$ cat src/rtl/xreg_window.sv
module xreg_window #(
  parameter int AW = 16,
  parameter int DW = 8,
  parameter int CW = 2,
  parameter logic [AW-1:0] DEC_MASK = 16'hF803,
  parameter logic [AW-1:0] STAT_KEY = 16'h5000,
  parameter logic [AW-1:0] LO_KEY   = 16'h5800,
  parameter logic [AW-1:0] HI_KEY   = 16'h5801,
  parameter logic [AW-1:0] RAM_KEY  = 16'h5803
) (
  input  logic          clk,
  input  logic          rst_n,
  input  logic          reset_evt,
  input  logic [AW-1:0] addr,
  input  logic [DW-1:0] wdata,
  input  logic          rd,
  input  logic          wr,
  output logic [DW-1:0] rdata,
  output logic          drive_en
);
  localparam int PW = 2 * DW;

  logic [CW-1:0] cnt;
  logic [DW-1:0] op_a, op_b, ram;
  logic [PW-1:0] prod;
  logic [AW-1:0] key;
  logic          hit_stat, hit_lo, hit_hi, hit_ram;
  logic [DW-1:0] sel;

  assign key      = addr & DEC_MASK;
  assign hit_stat = (key == STAT_KEY);
  assign hit_lo   = (key == LO_KEY);
  assign hit_hi   = (key == HI_KEY);
  assign hit_ram  = (key == RAM_KEY);

  assign prod = PW'(op_a) * PW'(op_b);

  always_ff @(posedge clk or negedge rst_n) begin
    if (!rst_n) begin
      cnt  <= '0;
      op_a <= '0;
      op_b <= '0;
      ram  <= '0;
    end else begin
      if (reset_evt)       cnt  <= cnt + 1'b1;
      if (wr && hit_lo)    op_a <= wdata;
      if (wr && hit_hi)    op_b <= wdata;
      if (wr && hit_ram)   ram  <= wdata;
    end
  end

  always_comb begin
    sel = '0;
    unique case (1'b1)
      hit_stat: sel = DW'(cnt);
      hit_lo:   sel = prod[DW-1:0];
      hit_hi:   sel = prod[PW-1:DW];
      hit_ram:  sel = ram;
      default:  sel = '0;
    endcase
  end

  assign drive_en = rd & (hit_stat | hit_lo | hit_hi | hit_ram);
  assign rdata    = drive_en ? sel : '0;
endmodule


$ cat config.mk
export PLATFORM = sky130hd
export DESIGN_NAME = xreg_window
export DESIGN_NICKNAME = d
export VERILOG_FILES = /design/src/rtl/xreg_window.sv
export SDC_FILE = /design/constraint.sdc
export NUM_CORES = 1
export LEC_CHECK = 0
export BUFFER_PORTS_ARGS = -buffer_cell sky130_fd_sc_hd__buf_2
export CAP_MARGIN = 20
export CORE_AREA = 5 5 97 108
export CTS_CLUSTER_SIZE = 20
export DETAILED_ROUTE_END_ITERATION = 10
export DIE_AREA = 0 0 102 113
export GPL_TIMING_DRIVEN = 0
export PLACE_DENSITY = 0.5
export SKIP_CTS_REPAIR_TIMING = 1
export SYNTH_ARGS = -nofsm -noshare
export SYNTH_HDL_FRONTEND = slang
export SYNTH_SLANG_ARGS = --single-unit
export TNS_END_PERCENT = 10
$ cat constraint.sdc
create_clock -name clk -period 7.1 [get_ports clk]
set_clock_uncertainty 0.15 [all_clocks]
set_input_delay 1.775 -clock clk [delete_from_list [all_inputs] [get_ports clk]]
set_output_delay 1.775 -clock clk [all_outputs]
set_load 0.01 [all_outputs]
==> results_dict.tcl, run 1 <==
set metrics [dict create \
    seqCellArea_um2 660.6 \
    core.rowCount 37 \
    cts_max_level 1 \
    reg2regPathDepth 1 \
    cp-endpoint "rdata[2]" \
    hp-start "cnt[0]" \
    vias 2366 \
    die-width_um 102 \
    crit_start "op_b[7]" \
    drt-initial-drc-count 57 \
    vias_per_cell 4.960 \
    nFillCells 903 \
    cts_tree "done" \
    drt_pre_antenna_iters 4 \
    syn2layout_area_growth_pct 11.05 \
    max_slew.worst_pin.slew_ns 0.6350 \
    cts.sinks 26 \
    yosys-top-cells-area "fa_1 22%, dfrtp_1 20%, ha_1 14%" \
    slew_viol_final 0 \
    ant_nets 0 \
    regToRegEndpoint "op_a[6]" \
    fin_crit_ns 6.811 \
    grt_setup_unrepaired "no" \
    worstPathArrival_ns 4.89 \
    clockBufferDepth 2 \
    max_freq_ghz 0.1468 \
    synth_cell_types 41 \
    p_leak_uw 0.001883 \
    grt_overflow 0 \
    synth-edff-count 0 \
    timing.setup.tns_ns 0 \
    drive_above_1_share_pct 22.50 \
    antenna_found_initial 0 \
    ys_seq_area_share_pct 19.68 \
    critPathCaptureType "primary output" \
    yosysTopAreaCell "fa_1" \
    r2r_setup_slack_ns 6.00 \
    worstSkewPairLatency_ns 0.27 \
    num-nets-final 462 \
    port_buffers 25 \
    io_pins 38 \
    p_total_uw 398.8 \
    initial_core_util_pct 35.88 \
    grt_pass1_wl_um 12630 \
    cts_buffers 3 \
    worstPathRequired_ns 5.18 \
    syn_avg_cell_area_um2 10.02 \
    layout_setup_ws_ns 0.2895 \
    multi_input_area_um2 2444 \
    core_area_um2 9213 \
    die_area_um2 11530 \
    crit_type "reg2out" \
    ir_drop_v 0.0001185 \
    finalInstanceArea_um2 3671 \
    min_path_type "reg2reg" \
    ys.warnings.count 0 \
    synth_top_area_share_pct 21.80 \
    cap_violations 0 \
    synthArstFlopShare_pct 100.0 \
    yosys_register_bits 26 \
    synth_ff_type "dfrtp_1" \
    cts.clk_slew.worst_paths_ns 0.10 \
    powerDensity_nw_per_um2 108.6 \
    outcome "finished, final reports clean" \
    place.gp.congestion 0.7612 \
    die_y_um 113 \
    grt_use_total_pct 13.77 \
    dp.final_hpwl_um 6046 \
    syn_area_um2 3306 \
    r2r-start "op_a[6]" \
    cts_root_buffer "clkbuf_8" \
    antennaDiodeCount 0 \
    relSlewSlack_pct 57.51 \
    crit_fanout 8 \
    cp-start-kind "flip-flop" \
    syn_inst 330 \
    grt_max_degree 27 \
    finalHoldViolations 0 \
    grt_pass1_vias 2547 \
    wl_per_cell_um 15.36 \
    drc_errors 0 \
    totalWireLength_um 7329 \
    finalSetupViolCount 0 \
    syn_nets 431 \
    fin_crit_sh_pct 95.92 \
    preCtsSetupSlack_ns 0.4296 \
    placement.cell_area_um2 3577 \
]
## area by class of cell
class                           count  share of cell area (%)
Multi-Input combinational cell    247                   66.56
Sequential cell                    26                   18.00
Inverter                           52                   5.317
Tap cell                          117                   3.988
Timing Repair Buffer               26                   3.613
Clock buffer                        3                   1.125
Clock inverter                      1                  0.8180
Buffer                              5                  0.5794
## cell usage in the layout (no fill, tap or decap), types with 2 or more instances in the layout
master    count
and2_1       54
inv_1        52
fa_1         36
ha_1         36
buf_2        27
mux2_2       25
nand2_1      19
dfrtp_1      18
xnor2_1       8
dfrtp_2       8
a21oi_1       7
o21ai_0       6
nand3_1       6
a22oi_1       6
nor2_1        5
o22ai_1       5
xor2_1        5
o21ai_2       3
clkbuf_8      3
clkbuf_1      2
or2_2         2
a21o_1        2
a21oi_2       2
a32oi_1       2
## report_power, final
| part | total [uW] | internal (uW) | leakage (uW) | switching [uW] |
|---|---|---|---|---|
| sequential | 195 | 166 | 0.000337 | 28.8 |
| combinational | 78.7 | 38.3 | 0.00151 | 40.5 |
| clock | 125 | 75.5 | 0.0000357 | 50.0 |
| total | 399 | 280 | 0.00188 | 119 |
## routing by layer
layer  share of wire, %  GRT usage (%)
met5                  0              0
met4                2.0          4.287
met3                3.5          1.850
met2                 47          22.50
met1                 47          18.83
## synth_stat cells, types with 2 or more instances
| cell | instances |
|---|---|
| a32oi_1 | 2 |
| nand3_1 | 6 |
| inv_1 | 52 |
| and2_1 | 54 |
| nor2_1 | 5 |
| dfrtp_1 | 26 |
| o21ai_0 | 6 |
| fa_1 | 36 |
| xnor2_1 | 8 |
| ha_1 | 36 |
| clkbuf_1 | 2 |
| or2_2 | 2 |
| a21o_1 | 2 |
| o22ai_1 | 5 |
| nand2_1 | 19 |
| buf_2 | 2 |
| a21oi_2 | 2 |
| xor2_1 | 5 |
| mux2_2 | 25 |
| o21ai_2 | 3 |
| a22oi_1 | 6 |
| a21oi_1 | 7 |
## cells by family after synthesis
logic type | share of synthesized area (%)
XOR/XNOR | 3.444
AND/OR/NAND/NOR | 17.37
AO/OA/AOI/OAI | 9.009
multiplexers | 8.516
buffers and inverters | 6.548
adder cells (fa/ha/maj) | 35.43
flip-flops | 19.68
## worst max-delay path, stage by stage (launching register included)
cell and delay, ns:
dfrtp_2 0.48, nand2_1 0.12, fa_1 0.51, fa_1 0.54, inv_1 0.07, fa_1 0.53
inv_1 0.05, fa_1 0.53, inv_1 0.04, ha_1 0.35, a21o_1 0.24, a31o_2 0.24
o21ai_2 0.21, a21boi_1 0.11, o21a_1 0.18, o31ai_2 0.22, buf_2 0.18
## how the worst min path moves through the flow
stage                   to  slack (ns)  depth (start not counted)
floorplan           cnt[1]        0.29                          1
detailed placement  cnt[1]        0.34                          1
global placement    cnt[0]        0.33                          1
CTS                 cnt[1]        0.36                          1
global route        cnt[1]        0.37                          1
finish              cnt[0]        0.36                          1
## sequential cells by signal, indices dropped and copies added (netlist names)
register and flops:
op_a 8, op_b 8, ram 8, cnt 2
## per-stage QoR
step	hold WS, ns	instances	util (%)
3_5_place_dp	0.3439	472	38.83
2_1_floorplan	0.2911	330	-
3_3_place_gp	0.3350	472	38.83
5_1_grt	0.3682	477	39.85
4_1_cts	0.3577	476	39.60
6_report	0.3562	477	39.85
No activity file was read; power rests on OpenSTA's default activity.
==> run 2: changes to the inputs <==
--- a/config.mk
+++ b/config.mk
@@ -7,10 +7,10 @@
 export LEC_CHECK = 0
 export BUFFER_PORTS_ARGS = -buffer_cell sky130_fd_sc_hd__buf_2
 export CAP_MARGIN = 20
-export CORE_AREA = 5 5 97 108
+export CORE_AREA = 2 2 94 105
 export CTS_CLUSTER_SIZE = 20
 export DETAILED_ROUTE_END_ITERATION = 10
-export DIE_AREA = 0 0 102 113
+export DIE_AREA = 0 0 96 107
 export GPL_TIMING_DRIVEN = 0
 export PLACE_DENSITY = 0.5
 export SKIP_CTS_REPAIR_TIMING = 1
==> results_dict.tcl, run 2 (synthesis gave the netlist of run 1 again) <==
set metrics [dict create \
    worstPathRequired_ns 5.18 \
    crit_family "adder cells" \
    drc_errors 0 \
    die_area_um2 10270 \
    finalHoldViolations 0 \
    nFillCells 915 \
    grt_overflow 0 \
    syn2layout_area_growth_pct 10.07 \
    die_y_um 107 \
    max_slew.worst_pin.slew_ns 0.5968 \
    critPathCaptureType "primary output" \
    grt_max_degree 27 \
    place.gp.congestion 0.7770 \
    biggestRegsByFlops "op_a (8), op_b (8), ram (8)" \
    max_stage_delay_ns 0.54 \
    drt-initial-drc-count 88 \
    totalWireLength_um 7435 \
    initial_core_util_pct 35.88 \
    seqCellArea_um2 656.9 \
    ant_nets 0 \
    port_buffers 25 \
    io_pins 38 \
    final_common_cell "and2_1" \
    cap_violations 0 \
    wl_per_cell_um 15.62 \
    cts_max_level 1 \
    cts.clk_slew.worst_paths_ns 0.09 \
    worstSkewPairLatency_ns 0.27 \
    crit_top_cell "fa_1" \
    final_cell_mix "54 x and2_1, 52 x inv_1, 36 x fa_1, 36 x ha_1, 27 x buf_2" \
    cp-endpoint "rdata[2]" \
    cts_root_buffer "clkbuf_8" \
    die-width_um 96 \
    r2r_setup_slack_ns 6.00 \
    core_area_um2 9213 \
    timing.setup.tns_ns 0 \
    antennaDiodeCount 0 \
    min_path_type "reg2reg" \
    relSlewSlack_pct 60.21 \
    crit_fanout 9 \
    fin_crit_sh_pct 96.43 \
    powerDensity_nw_per_um2 102.2 \
    vias_per_cell 4.863 \
    finalSetupViolCount 0 \
    cp_cell_sequence "nand2_1, fa_1, fa_1, inv_1, fa_1, inv_1, fa_1, inv_1, ha_1, a21o_1, a31o_2, o21ai_2, a21boi_1, o21a_1, o31ai_1, buf_2" \
    reg2regPathDepth 1 \
    grt_use_total_pct 16.17 \
    regToRegEndpoint "op_a[5]" \
    final_util_pct 39.49 \
    path_depth 16 \
    cts_buffers 3 \
    dp.final_hpwl_um 6119 \
    num-nets-final 461 \
    grt_setup_unrepaired "no" \
    grt_pass1_wl_um 12880 \
    clockBufferDepth 2 \
    cp-start-kind "flip-flop" \
    core.rowCount 37 \
    critical_path_buf_inv_count 4 \
    ir_drop_v 0.0001106 \
    fin_crit_ns 6.846 \
    drive_above_1_share_pct 21.17 \
    drt_pre_antenna_iters 4 \
    worstPathArrival_ns 4.92 \
    multi_input_area_um2 2439 \
    r2r-start "op_a[5]" \
    cts_tree "done" \
    slew_viol_final 0 \
    grt_pass1_vias 2502 \
    critical-path-slowest-cell "dfrtp_1" \
    crit_type "reg2out" \
    max_freq_ghz 0.1461 \
    outcome "finished, final reports clean" \
    crit_start "op_a[3]" \
    antenna_found_initial 0 \
    p_leak_uw 0.001874 \
    cts.sinks 26 \
    vias 2315 \
]
-- run 2: metrics by stage --
step	std cells	instance area, um2	power, uW	setup slack [ns]	hold WS [ns]
after global routing	476	3638	397.7	0.005156	0.3790
after global placement	472	3577	275.5	0.4518	0.3335
after floorplan	330	3306	240.9	0.9205	0.2911
after detailed placement	472	3577	277.1	0.4760	0.3437
after CTS	476	3632	378.2	0.1440	0.3622
final	476	3638	371.7	0.2536	0.3578
-- run 2: final cells by class --
type,count,area share [%]
Sequential cell,26,18.05
Timing Repair Buffer,25,3.439
Clock buffer,4,1.513
Inverter,52,5.365
Tap cell,117,4.023
Multi-Input combinational cell,247,67.02
Buffer,5,0.5846
-- run 2: power by group --
group          internal [uW]  switching, uW  total, uW
Clock                   49.6           48.2       97.8
Combinational           38.0           41.5       79.5
Sequential               165           28.9        194
Total                    253            119        372
-- run 2: layer usage --
metal	up-vias	wire length (um)	GRT usage, %	share of wire (%)
li1	1138	-	-	-
met1	1150	3527	23.30	47
met2	25	3769	27.08	51
met3	2	104	0.7027	1.4
met4	0	34	2.959	0.46
met5	-	0	0	0
-- run 2: worst min path at each step --
stage	startpoint	end	depth (start not counted)
floorplan	cnt[1]	cnt[1]	1
global placement	cnt[0]	cnt[0]	1
detailed placement	cnt[1]	cnt[1]	1
CTS	cnt[1]	cnt[1]	1
global route	ram[6]	ram[6]	1
finish	cnt[0]	cnt[0]	1
